## config.mk

```make
export PLATFORM = sky130hd
export DESIGN_NAME = ana_ctrl_port
export DESIGN_NICKNAME = d
export VERILOG_FILES = /design/src/rtl/acp_pkg.sv /design/src/rtl/acp_rst_sync.sv /design/src/rtl/acp_cfg_word.sv /design/src/rtl/acp_bank.sv /design/src/rtl/ana_ctrl_port.sv
export SDC_FILE = /design/constraint.sdc
export NUM_CORES = 1
export LEC_CHECK = 0
export CORE_ASPECT_RATIO = 0.75
export CORE_UTILIZATION = 42
export CTS_CLUSTER_DIAMETER = 120
export DETAILED_ROUTE_END_ITERATION = 16
export DONT_BUFFER_PORTS = 1
export SKIP_CTS_REPAIR_TIMING = 1
export SYNTH_ARGS = -nofsm -noshare
export SYNTH_HDL_FRONTEND = slang
export SYNTH_HIERARCHICAL = 1
export SYNTH_SLANG_ARGS = --single-unit
```

## constraint.sdc

```tcl
create_clock -name clk -period 9.5 [get_ports clk]
set_input_delay 0.95 -clock clk [delete_from_list [all_inputs] [get_ports clk]]
set_output_delay 0.95 -clock clk [all_outputs]
set_load 0.01 [all_outputs]
```

## src/rtl/acp_pkg.sv

```systemverilog
package acp_pkg;
  // Field positions of the host configuration word
  localparam int RST_POS  = 28;
  localparam int RW_POS   = 24;
  localparam int ADDR_LSB = 16;
  localparam int WDAT_LSB = 8;
  localparam int RDAT_LSB = 0;
  localparam int WORD_W   = 32;

  // Bank entries whose bits are exported
  localparam int ENT_LINEOUT = 7;
  localparam int ENT_PATH    = 3;
  localparam int ENT_ADC     = 15;

  localparam int GAIN_W = 3;
endpackage

```

## src/rtl/acp_rst_sync.sv

```systemverilog
module acp_rst_sync #(
  parameter int STAGES = 2
) (
  input  logic clk,
  input  logic rst_n,
  output logic rst_n_sync
);
  logic [STAGES-1:0] chain_q;
  logic [STAGES-1:0] chain_d;

  always_comb chain_d = {chain_q[STAGES-2:0], 1'b1};

  always_ff @(posedge clk or negedge rst_n) begin
    if (!rst_n) chain_q <= '0;
    else        chain_q <= chain_d;
  end

  assign rst_n_sync = chain_q[STAGES-1];
endmodule

```

## src/rtl/acp_cfg_word.sv

```systemverilog
module acp_cfg_word #(
  parameter int ADDR_W = 5,
  parameter int DATA_W = 8
) (
  input  logic              clk,
  input  logic              rst_n,
  input  logic              host_we,
  input  logic [31:0]       host_wdata,
  output logic              cfg_rst,
  output logic              cfg_rw,
  output logic [ADDR_W-1:0] cfg_addr,
  output logic [DATA_W-1:0] cfg_wdat,
  output logic              commit,
  output logic [ADDR_W-1:0] commit_addr,
  output logic [DATA_W-1:0] commit_data
);
  import acp_pkg::*;

  logic              rst_d, rw_d;
  logic [ADDR_W-1:0] addr_d;
  logic [DATA_W-1:0] wdat_d;
  logic              in_rst, in_rw;

  always_comb begin
    in_rst = host_wdata[RST_POS];
    in_rw  = host_wdata[RW_POS];
    rst_d  = cfg_rst;
    rw_d   = cfg_rw;
    addr_d = cfg_addr;
    wdat_d = cfg_wdat;
    if (host_we) begin
      rst_d  = in_rst;
      rw_d   = in_rw;
      addr_d = host_wdata[ADDR_LSB +: ADDR_W];
      wdat_d = host_wdata[WDAT_LSB +: DATA_W];
    end
    // Commit on the strobe's rising step, gated by the written reset control
    commit      = host_we && in_rw && !cfg_rw && in_rst;
    commit_addr = host_wdata[ADDR_LSB +: ADDR_W];
    commit_data = host_wdata[WDAT_LSB +: DATA_W];
  end

  always_ff @(posedge clk or negedge rst_n) begin
    if (!rst_n) begin
      cfg_rst  <= 1'b0;
      cfg_rw   <= 1'b0;
      cfg_addr <= '0;
      cfg_wdat <= '0;
    end else begin
      cfg_rst  <= rst_d;
      cfg_rw   <= rw_d;
      cfg_addr <= addr_d;
      cfg_wdat <= wdat_d;
    end
  end
endmodule

```

## src/rtl/acp_bank.sv

```systemverilog
module acp_bank #(
  parameter int ADDR_W = 5,
  parameter int DATA_W = 8,
  localparam int DEPTH = 1 << ADDR_W
) (
  input  logic                    clk,
  input  logic                    rst_n,
  input  logic                    hold_clr,
  input  logic                    commit,
  input  logic [ADDR_W-1:0]       commit_addr,
  input  logic [DATA_W-1:0]       commit_data,
  input  logic [ADDR_W-1:0]       rd_addr,
  output logic [DATA_W-1:0]       rd_data,
  output logic [DEPTH*DATA_W-1:0] bank_flat
);
  logic [DATA_W-1:0] rd_d;

  for (genvar g = 0; g < DEPTH; g++) begin : g_ent
    logic [DATA_W-1:0] ent_q, ent_d;
    logic              ent_en;

    always_comb begin
      ent_en = 1'b0;
      ent_d  = ent_q;
      if (commit && (commit_addr == ADDR_W'(g))) begin
        ent_en = 1'b1;
        ent_d  = commit_data;
      end else if (hold_clr) begin
        ent_en = 1'b1;
        ent_d  = '0;
      end
    end

    always_ff @(posedge clk or negedge rst_n) begin
      if (!rst_n)      ent_q <= '0;
      else if (ent_en) ent_q <= ent_d;
    end

    assign bank_flat[g*DATA_W +: DATA_W] = ent_q;
  end

  always_comb rd_d = bank_flat[rd_addr*DATA_W +: DATA_W];

  always_ff @(posedge clk or negedge rst_n) begin
    if (!rst_n) rd_data <= '0;
    else        rd_data <= rd_d;
  end
endmodule

```

## src/rtl/ana_ctrl_port.sv

```systemverilog
module ana_ctrl_port #(
  parameter int ADDR_W = 5,
  parameter int DATA_W = 8,
  localparam int DEPTH = 1 << ADDR_W
) (
  input  logic        clk,
  input  logic        rst_n,
  input  logic        csr_we,
  input  logic [31:0] csr_wdata,
  output logic [31:0] csr_rdata,
  output logic        line_out_en,
  output logic        dac_r_en,
  output logic        dac_l_en,
  output logic        mix_r_en,
  output logic        mix_l_en,
  output logic        adc_r_en,
  output logic        adc_l_en,
  output logic [2:0]  adc_gain
);
  import acp_pkg::*;

  logic                    rst_sync_n;
  logic                    cfg_rst, cfg_rw, commit;
  logic [ADDR_W-1:0]       cfg_addr, commit_addr;
  logic [DATA_W-1:0]       cfg_wdat, commit_data, rd_data;
  logic [DEPTH*DATA_W-1:0] bank_flat;
  logic [DATA_W-1:0]       ent_lo, ent_path, ent_adc;

  acp_rst_sync #(.STAGES(2)) u_rst (
    .clk(clk), .rst_n(rst_n), .rst_n_sync(rst_sync_n)
  );

  acp_cfg_word #(.ADDR_W(ADDR_W), .DATA_W(DATA_W)) u_cfg (
    .clk(clk), .rst_n(rst_sync_n), .host_we(csr_we), .host_wdata(csr_wdata),
    .cfg_rst(cfg_rst), .cfg_rw(cfg_rw), .cfg_addr(cfg_addr), .cfg_wdat(cfg_wdat),
    .commit(commit), .commit_addr(commit_addr), .commit_data(commit_data)
  );

  acp_bank #(.ADDR_W(ADDR_W), .DATA_W(DATA_W)) u_bank (
    .clk(clk), .rst_n(rst_sync_n), .hold_clr(!cfg_rst), .commit(commit),
    .commit_addr(commit_addr), .commit_data(commit_data), .rd_addr(cfg_addr),
    .rd_data(rd_data), .bank_flat(bank_flat)
  );

  always_comb begin
    csr_rdata                           = '0;
    csr_rdata[RST_POS]                  = cfg_rst;
    csr_rdata[RW_POS]                   = cfg_rw;
    csr_rdata[ADDR_LSB +: ADDR_W]       = cfg_addr;
    csr_rdata[WDAT_LSB +: DATA_W]       = cfg_wdat;
    csr_rdata[RDAT_LSB +: DATA_W]       = rd_data;
  end

  always_comb begin
    ent_lo   = bank_flat[ENT_LINEOUT*DATA_W +: DATA_W];
    ent_path = bank_flat[ENT_PATH*DATA_W +: DATA_W];
    ent_adc  = bank_flat[ENT_ADC*DATA_W +: DATA_W];
    line_out_en = ent_lo[7];
    dac_r_en    = ent_path[7];
    dac_l_en    = ent_path[6];
    mix_r_en    = ent_path[5];
    mix_l_en    = ent_path[4];
    adc_r_en    = ent_adc[7];
    adc_l_en    = ent_adc[6];
    adc_gain    = ent_adc[GAIN_W-1:0];
  end
endmodule

```

# Word-level counts from Yosys, hierarchy flattened
# Cells that the tools add are included.
# word_totals
wordCells,237
register_bits,281
# op_classes
n_mux,66
n_shift,1
eq_ne,63
n_reduce_logical,69
# op_table
cell,n
8-bit two-way mux,33
256-bit by 9-bit variable part select with 8-bit output,1
5-bit equality test (second input constant),16
2-bit by 1-bit != test with 1-bit output (second input constant),32
2-bit AND reduction,32
5-bit by 4-bit equality test with 1-bit output (second input constant),8
1-bit logical AND,35
1-bit two-way mux,33
5-bit by 3-bit equality test with 1-bit output (second input constant),4
5-bit by 2-bit equality test with 1-bit output (second input constant),2
5-bit by 1-bit equality test with 1-bit output (second input constant),1
5-bit zero test,1
1-bit zero test,1

# Logic depth before layout (Yosys ltp)
# Gate-level depths: netlist (run 1).
# depth
ltp_word,6
depth_mapped,7
ltp_nobuf,4

# Cells and area by module
# The synthesis (run 1) kept the hierarchy.
# by_module_without_submodules
module,n_inst,cells_per_inst,seq_area_each_um2,area_per_inst_um2
acp_bank,1,995,6606.3,13610.6
acp_cfg_word,1,46,375.4,716.9
ana_ctrl_port,1,13,0.0,90.1
acp_rst_sync,1,3,50.0,53.8

# Worst setup path after synthesis (run 1)
# OpenSTA, ideal clock, no wires.
# synth_timing
path_kind,input to register
startpoint,in csr_we
endpoint,reg u_bank.g_ent[7].ent_q[0]
setup_slack_ps,6757
required_ps,9375
path_buffers,3
cell_stages,7
arrival_time_ps,2618
cell_sequence,buf_6 -> buf_12 -> and4b_1 -> nor4bb_1 -> nor2b_1 -> buf_2 -> mux2_2
# synth_between
elab_chain_cells,6
# synth_rtl
element,line,text
from (decl),ana_ctrl_port.sv:8,"input logic csr_we,"
1-bit logical AND * (3 in a row),acp_cfg_word.sv:38,commit = host_we && in_rw && !cfg_rw && in_rst;
named net commit,ana_ctrl_port.sv:23,"logic cfg_rst, cfg_rw, commit;"
1-bit logical AND *,acp_bank.sv:25,if (commit && (commit_addr == ADDR_W'(g))) begin
2-bit by 1-bit != test with 1-bit output (no source line) / 1-bit two-way mux (equally long branches),--,
2-bit AND reduction (no source line),--,
to (signal assigned),acp_bank.sv:36,else if (ent_en) ent_q <= ent_d;
to (decl),acp_bank.sv:19,"logic [DATA_W-1:0] ent_q, ent_d;"
# Mark *: on every way through the listed nets, which the timed path passes. The rest lies on a longest branch.
# A chain may end at the register's enable or synchronous reset.

# Final worst setup path (run 1)
# layout_timing
startpoint,reg u_cfg.cfg_addr[1]
endpoint,reg u_bank.rd_data[1]
# layout_between
elab_chain_cells,1
# layout_rtl
element,line,text
from (decl),acp_cfg_word.sv:11,"output logic [ADDR_W-1:0] cfg_addr,"
from (signal assigned),acp_cfg_word.sv:52,cfg_addr <= addr_d;
256-bit by 9-bit variable part select with 8-bit output,acp_bank.sv:42,always_comb rd_d = bank_flat[rd_addr*DATA_W +: DATA_W];
named net u_bank.rd_d[1],acp_bank.sv:16,logic [DATA_W-1:0] rd_d;
to (signal assigned),acp_bank.sv:46,else rd_data <= rd_d;
to (decl),acp_bank.sv:13,"output logic [DATA_W-1:0] rd_data,"
# The timed path passes the listed nets, and every way through them passes these cells.

==> impl_metrics.ini, run 1 <==
[finish]
nets = 1030
fill_cells = 3007
diodes = 0
drive_gt1_share_pct = 41.0
area_delta_synth_final_pct = 7.11

[timing]
relSlewSlack_pct = 22.3
worst_slew_pin_slew_ns = 1.16
hold_viol = 0
hold_ws_ns = 0.0858
finalCriticalPeriod_ns = 3.30
fin_skew_ns = 0.0128
timing.final.crit_share_pct = 34.7
fmax_ghz = 0.303
drv_slew = 0
fin_setup_tns_ns = 0
finalSetupViolCount = 0
rsz0062_at_grt = false

[pwr]
seqPwrFrac_pct = 50.5
p_leak_uw = 0.00717
p_total_uw = 2460
internal_power_uw = 1890
ir_worst_vdd_v = 0.000134
p_sw_uw = 577
p_per_area_mw_per_mm2 = 159
p_comb_share_pct = 5.0
clock_power_share_pct = 44.5
swShare_pct = 23.4

[setup_path]
crit_buf_inv = 1
slowest_stage = dfrtp_4
path_class = flop to flop
path_max_fanout = 35
endpoint_kind = flop
cp_common_cell = mux4_2
crit_required_ns = 9.92
crit_family = multiplexers
slowest_delay_ns = 0.88
start_kind = flop
critPathArrivalTime_ns = 3.72
crit_chain = buf_4, mux4_2, mux4_2, mux2_2

[logic_synthesis]
yosys-top-cells-count = dfrtp_1, mux2_2, nor2b_1, mux4_2, clkbuf_1
synth-seq-area-share_pct = 48.6
synth_seq_cells = 281
yosys.area.top_type = dfrtp_1
synth-main-ff-cell = dfrtp_1
synth_area_sq_mm = 0.0145
yosys.area.top_type_share_pct = 48.6
synth_edf_count = 0
postSynth.asyncResetShare_pct = 100
synth.most_common_cell = dfrtp_1
synth_cell_types = 27
ys.warnings.count = 6
avgSynthCellArea_sq_um = 13.7
ys_top_cells_by_area = dfrtp_1, mux2_2, mux4_2
synthCells = 1057

[die]
start_util_pct = 42.9
floorplan.rows = 58
io_pins = 77
die_w_microns = 216
core_sq_mm = 0.0337
die_area_sq_mm = 0.0352
die_height_microns = 163

[drt]
routed_wl_microns = 34100
drtIter0Drc = 580
ant_nets = 0
routed_via_density = 5.41
drtPass1Iterations = 4
vias = 7919
remaining_drc_errors = 0
wl_per_cell_microns = 23.3

[place]
dpl.hpwl_microns = 19600
port-buffer-count = 0
gp_congestion = 0.759

[grt]
overflow = 0
grt_pass1_vias = 8097
grt_max_degree = 177
antenna_found_initial = 1
grt_pass1_wl_microns = 52600
grt.total_usage_pct = 19.9

[clocking]
worstSkewPairLatency_ns = 0.55
clock_sinks = 281
clockBufferDepth = 3
numCtsBuffers = 29
root_buffer = clkbuf_16
cts_tree = yes
cts_htree_levels = 1
clkTransAtPathRegs_ns = 0.06

[outcome]
status = finished clean

[job]
maxCapViolations = 0

[hold_path]
hold_path_class = input port to async pin
## worst reg2reg max path, delay by kind of cell (launching register included)
kind,cells,cell delay [ns]
DFF,1,0.88
buffers and inverters,1,0.72
muxes,3,1.58
## layer usage
layer  wire, microns  global-route usage, %
met4             470                   3.07
met1           17600                   32.7
met5               0                      0
met3            1880                   3.64
met2           14100                   27.0
## registers in the layout, summed over array words and instances (netlist names)
name                count
u_bank/rd_data          8
u_bank/g_ent.ent_q    256
u_cfg/cfg_addr          5
u_rst/chain_q           2
u_cfg/cfg_rst           1
u_cfg/cfg_rw            1
u_cfg/cfg_wdat          8
## final cells by class
cell class,count,area [sq um],area share [%]
Tap cell,450,563,3.63
Clock buffer,48,897,5.79
Clock inverter,1,5.00,0.0323
Sequential cell,281,7040,45.4
Multi-Input combinational cell,674,6910,44.6
Timing Repair Buffer,8,72.6,0.468
Inverter,1,11.3,0.0727
## cell families after synthesis
kind of cell / Yosys count / synth area share (%)
buffers and inverters: 110 / 3.88
DFF: 281 / 48.6
muxes: 359 / 34.4
other: 2 / 0.0519
and+or+nand+nor: 305 / 13.1
## through the flow
| step | std cells | setup WS, ns | util (%) | cell area (sq um) |
|---|---|---|---|---|
| 2_1_floorplan | 1065 | 1.09 | - | 14500 |
| 3_5_place_dp | 1414 | 6.09 | 43.3 | 14600 |
| 6_report | 1463 | 6.20 | 45.9 | 15500 |
| 5_1_grt | 1463 | 6.02 | 45.9 | 15500 |
| 4_1_cts | 1463 | 6.12 | 45.9 | 15500 |
| 3_3_place_gp | 1414 | 6.11 | 43.3 | 14600 |
## layout by cell type, fill, tap and decap left out
master / count
and3_1: 1
and4b_1: 1
and4bb_2: 1
buf_12: 1
buf_4: 7
clkbuf_1: 9
clkbuf_16: 29
clkbuf_8: 10
clkinv_2: 1
conb_1: 10
dfrtp_1: 278
dfrtp_4: 3
inv_8: 1
mux2_2: 270
mux2_4: 9
mux4_2: 80
nand2_1: 12
nand2b_1: 5
nand3b_1: 1
nand4_1: 1
nand4b_1: 3
nor2_1: 12
nor2b_1: 261
nor3_2: 1
nor3b_2: 2
nor4b_1: 1
nor4bb_1: 2
or3_1: 1
## path summary, 6_finish.rpt
check,endpoint,from,slack (ns),cells after the start
min in group clk,u_rst/chain_q[1],u_rst/chain_q[0],0.35,0
worst min register to register,u_cfg/cfg_wdat[2],u_rst/chain_q[1],0.25,0
worst max register to register,u_bank/rd_data[1],u_cfg/cfg_addr[1],6.20,4
max in group asynchronous,u_cfg/cfg_addr[2],u_rst/chain_q[1],7.04,2
worst max-delay path,u_bank/rd_data[1],u_cfg/cfg_addr[1],6.20,4
worst min-delay path,u_rst/chain_q[1],rst_n,0.09,0
## power by group through the flow
stage | Combinational [uW] | Sequential, uW | Clock (uW)
after floorplan | 131 | 1250 | 0
after global placement | 128 | 1270 | 0
after detailed placement | 127 | 1270 | 0
after CTS | 128 | 1250 | 1130
after global routing | 136 | 1250 | 1180
final | 124 | 1240 | 1100
(Power assumes the default switching activity.)
==> run 2: changes to the inputs <==
clock period = 2.9 ns   (was 9.5 ns; I/O delays follow)
==> run 2 against run 1 <==
Effect of this change: design area rose by 4.8%; utilization rose by 2.2 points; sequential share of layout area fell by 2.1 points; largest cell class unchanged; largest power group unchanged; highest routed layer is now met5.
==> impl_metrics.ini, run 2 (same netlist as run 1, synthesis figures left out) <==
[hold_path]
hold_depth = 2
hold_path_class = input port to flop

[clocking]
clockBufferDepth = 3
cts_tree = yes
root_buffer = clkbuf_16
numCtsBuffers = 28
clkTransAtPathRegs_ns = 0.07
clock_sinks = 281
worstSkewPairLatency_ns = 0.55
cts_htree_levels = 1

[finish]
reg.largest.list = u_bank/g_ent.ent_q x256, u_bank/rd_data x8, u_cfg/cfg_wdat x8
register_area_sq_mm = 0.00704
largest_reg_flops = 256
layout_commonest_cell = dfrtp_1
diodes = 0
final_cell_mix = dfrtp_1, mux2_2, nor2b_1
drive_gt1_share_pct = 43.4
regMostFlops = u_bank/g_ent.ent_q
postLayoutCoreUtil_pct = 48.2
nets = 1084
fill_cells = 2940
area_delta_synth_final_pct = 12.3
multi_input_area_sq_mm = 0.00691
design_area_sq_mm = 0.0162

[timing]
timing.final.crit_share_pct = 88.0
relSlewSlack_pct = 40.9
hold_viol = 0
fmax_ghz = 0.392
fin_skew_ns = 0.0108
fin_ws_ns = 0.347
worst_slew_pin_slew_ns = 0.883
drv_slew = 0
fin_setup_tns_ns = 0
finalSetupViolCount = 0
rsz0062_at_grt = false
finalCriticalPeriod_ns = 2.55

[grt]
grt_pass1_vias = 8377
grt_pass1_wl_microns = 53600
grt_max_degree = 132
overflow = 0
grt.total_usage_pct = 20.2
antenna_found_initial = 2

[drt]
drtIter0Drc = 670
wl_per_cell_microns = 23.1
ant_nets = 0
remaining_drc_errors = 0
routed_via_density = 5.41
vias = 8226
drtPass1Iterations = 5
routed_wl_microns = 35200

[setup_path]
crit_required_ns = 3.34
slowest_delay_ns = 0.58
path_class = flop to flop
reg2reg_depth = 5
path_max_fanout = 8
crit_buf_inv = 1
endpoint_kind = flop
critPathArrivalTime_ns = 2.99
crit_cells = 5
crit_family = simple AND/OR/NAND/NOR gates
crit_chain = and4b_1, nor4bb_1, buf_4, nand2_1, mux2_2
start_kind = flop
slowest_stage = nor4bb_1

[place]
gp_congestion = 0.744
port-buffer-count = 0
dpl.hpwl_microns = 21200
dpl_cell_area_sq_mm = 0.0150
dp_slack_ns = 0.348

[pwr]
p_leak_uw = 0.00757
p_per_area_mw_per_mm2 = 530
ir_worst_vdd_v = 0.000391

[die]
start_util_pct = 42.9
core_sq_mm = 0.0337
die_area_sq_mm = 0.0352
floorplan.rows = 58
die_w_microns = 216
die_height_microns = 163
io_pins = 77

[job]
maxCapViolations = 0

[outcome]
status = finished clean
[run 2: power by group]
part	internal, uW	total, uW	switching (uW)	leakage (uW)
Sequential	3950	4020	61.9	0.00388
Clock	2360	3940	1580	0.000498
Combinational	232	650	418	0.00319
[run 2: worst register-to-register path, delay by kind of cell (launching register included)]
kind,cells,cell delay [ns]
and+or+nand+nor,3,1.39
DFF,1,0.43
muxes,1,0.38
buffers and inverters,1,0.24
[run 2: path summary, 6_finish.rpt]
| path | end | from | slack (ns) |
|---|---|---|---|
| hold / removal | u_bank/g_ent[4].ent_q[7] | csr_wdata[15] | 0.11 |
| min in group asynchronous | u_bank/g_ent[8].ent_q[4] | u_rst/chain_q[1] | 0.20 |
| setup reg to reg | u_bank/g_ent[8].ent_q[1] | u_cfg/cfg_rw | 0.35 |
| hold reg to reg | u_bank/g_ent[8].ent_q[4] | u_rst/chain_q[1] | 0.20 |
| max in group asynchronous | u_bank/g_ent[22].ent_q[1] | u_rst/chain_q[1] | 1.68 |
| setup / recovery | u_bank/g_ent[8].ent_q[1] | u_cfg/cfg_rw | 0.35 |
[run 2: final cells by class]
cell class                 instances  area share, %
tap                              450           3.47
clock buffer                      41           5.17
sequential                       281           43.3
multi-input combinational        674           42.5
clock inverter                    11          0.955
timing repair buffer              63           4.48
inverter                           1         0.0693
[run 2: routing by layer]
metal | vias up | wire, microns | GRT usage, %
met1 | 4346 | 18000 | 32.8
met5 | - | 62 | 1.39
met3 | 36 | 1980 | 4.43
met2 | 171 | 14800 | 27.7
li1 | 3671 | - | -
met4 | 2 | 377 | 2.69
[run 2: metrics by stage]
stage          power, uW  hold WS [ns]  cells
2_1_floorplan       4530      -0.00559   1065
3_3_place_gp        4630      -0.00547   1449
3_5_place_dp        4640      -0.00546   1449
4_1_cts             8580        -0.601   1501
5_1_grt             8900         0.110   1521
6_report            8600         0.108   1521
==> run 3: changes to the inputs <==
PLACE_DENSITY = 0.66   (was default)
==> run 3 against run 2 <==
Effect of this change: hold slack got worse by 0.011 ns; critical endpoint is now u_bank/rd_data[1]; combinational power fell by 2%; sequential share of layout area is 0.11 points higher; clock-buffer cell count stayed put.
==> impl_metrics.ini, run 3 (same netlist as run 1, synthesis figures left out) <==
[timing]
relSlewSlack_pct = 43.4
rsz0062_at_grt = false
worst_slew_pin_slew_ns = 0.846
fin_skew_ns = 0.00596
finalCriticalPeriod_ns = 2.56
fin_ws_ns = 0.345
finalSetupViolCount = 0
fin_setup_tns_ns = 0
drv_slew = 0
fmax_ghz = 0.391
timing.final.crit_share_pct = 88.1
hold_viol = 0

[pwr]
ir_worst_vdd_v = 0.000337
p_per_area_mw_per_mm2 = 507
swShare_pct = 24.5
p_comb_share_pct = 7.7
clock_power_share_pct = 43.1
p_leak_uw = 0.00756
p_sw_uw = 2010
seqPwrFrac_pct = 49.1
internal_power_uw = 6210

[setup_path]
endpoint_kind = flop
crit_required_ns = 3.33
path_max_fanout = 19
reg2reg_depth = 4
path_class = flop to flop
start_kind = flop
rrSetupSlack_ns = 0.34
critPathArrivalTime_ns = 2.99
reg2reg_from = u_cfg/cfg_addr[1]
reg2reg_to = u_bank/rd_data[1]

[finish]
drive_gt1_share_pct = 43.5
largest_reg_flops = 256
nets = 1092
design_area_sq_mm = 0.0162
regMostFlops = u_bank/g_ent.ent_q
postLayoutCoreUtil_pct = 48.0
reg.largest.list = u_bank/g_ent.ent_q x256, u_bank/rd_data x8, u_cfg/cfg_wdat x8
final_cell_mix = dfrtp_1, mux2_2, nor2b_1
area_delta_synth_final_pct = 12.0
stdcell_count = 1528
layout_commonest_cell = dfrtp_1

[clocking]
clockBufferDepth = 3
cts_tree = yes
root_buffer = clkbuf_16
clkTransAtPathRegs_ns = 0.06
cts_htree_levels = 1
worstSkewPairLatency_ns = 0.55
clock_sinks = 281
numCtsBuffers = 28

[die]
floorplan.rows = 58
io_pins = 77
die_w_microns = 216
start_util_pct = 42.9
die_area_sq_mm = 0.0352
core_sq_mm = 0.0337
die_height_microns = 163

[hold_path]
hold_path_class = input port to flop
hold_start = csr_wdata[13]
min_to = u_cfg/cfg_wdat[5]
hold_depth = 2

[drt]
routed_via_density = 5.37
remaining_drc_errors = 0
drtIter0Drc = 700
ant_nets = 0
routed_wl_microns = 34900
vias = 8199
wl_per_cell_microns = 22.8
drtPass1Iterations = 4

[place]
dpl.hpwl_microns = 21300
dpl_cell_area_sq_mm = 0.0150
place_inst = 1457
port-buffer-count = 0
dp_slack_ns = 0.337
gp_congestion = 0.763

[outcome]
status = finished clean

[grt]
grt_pass1_vias = 8172
grt_pass1_wl_microns = 52800
antenna_found_initial = 1
grt_max_degree = 88
overflow = 0
grt.total_usage_pct = 19.9

[job]
maxCapViolations = 0
## run 3: cell count changes in the layout (fill, tap and decap cells not counted), sizes merged
cell	delta
buf	+8
clkinv	+1
bufinv	-3
diode	+1
## run 3: per-stage QoR
step / hold slack (ns) / total power, uW
3_3_place_gp: -0.00543 / 4640
6_report: 0.0979 / 8220
5_1_grt: 0.112 / 8510
4_1_cts: -0.587 / 8190
3_5_place_dp: -0.00544 / 4640
2_1_floorplan: -0.00559 / 4530
## run 3: worst max-delay path by stage
stage                           start                        to  slack, ns  cells past startpoint
floorplan            u_rst/chain_q[1]  u_bank/g_ent[0].ent_q[0]       0.09                      0
global placement    u_cfg/cfg_addr[1]         u_bank/rd_data[1]       0.37                      4
detailed placement  u_cfg/cfg_addr[1]         u_bank/rd_data[1]       0.34                      4
CTS                 u_cfg/cfg_addr[1]         u_bank/rd_data[1]       0.32                      4
global route        u_cfg/cfg_addr[1]         u_bank/rd_data[1]       0.28                      4
finish              u_cfg/cfg_addr[1]         u_bank/rd_data[1]       0.34                      4
## run 3: final cells by class
cell class / count / area, sq um
clock inverters: 9 / 70.1
fillers: 2891 / 17500
flip-flops and latches: 281 / 7040
well taps: 450 / 563
inverters: 1 / 11.3
clock buffers: 41 / 811
repair buffers: 71 / 801
multi-input cells: 674 / 6910
diodes: 1 / 2.50
## run 3: power groups by stage
| stage | Sequential (uW) | Clock, uW | Combinational [uW] |
|---|---|---|---|
| finish | 4040 | 3550 | 637 |
| global route | 4040 | 3780 | 689 |
| CTS | 4040 | 3610 | 532 |
| detailed placement | 4110 | 0 | 532 |
| global placement | 4110 | 0 | 528 |
| floorplan | 4100 | 0 | 428 |
## run 3: worst max-delay path, stage by stage (launching register included)
cell	delay, ns
dfrtp_4	0.71
buf_12	0.25
mux4_2	0.61
mux4_2	0.53
mux2_2	0.31
## run 3: routing by layer
| metal | wire, microns | up-vias | global-route usage (%) |
|---|---|---|---|
| met4 | 619 | 0 | 3.62 |
| met2 | 14300 | 166 | 26.3 |
| met5 | 0 | - | 0 |
| met3 | 2200 | 48 | 4.61 |
| met1 | 17700 | 4313 | 32.5 |
| li1 | - | 3672 | - |
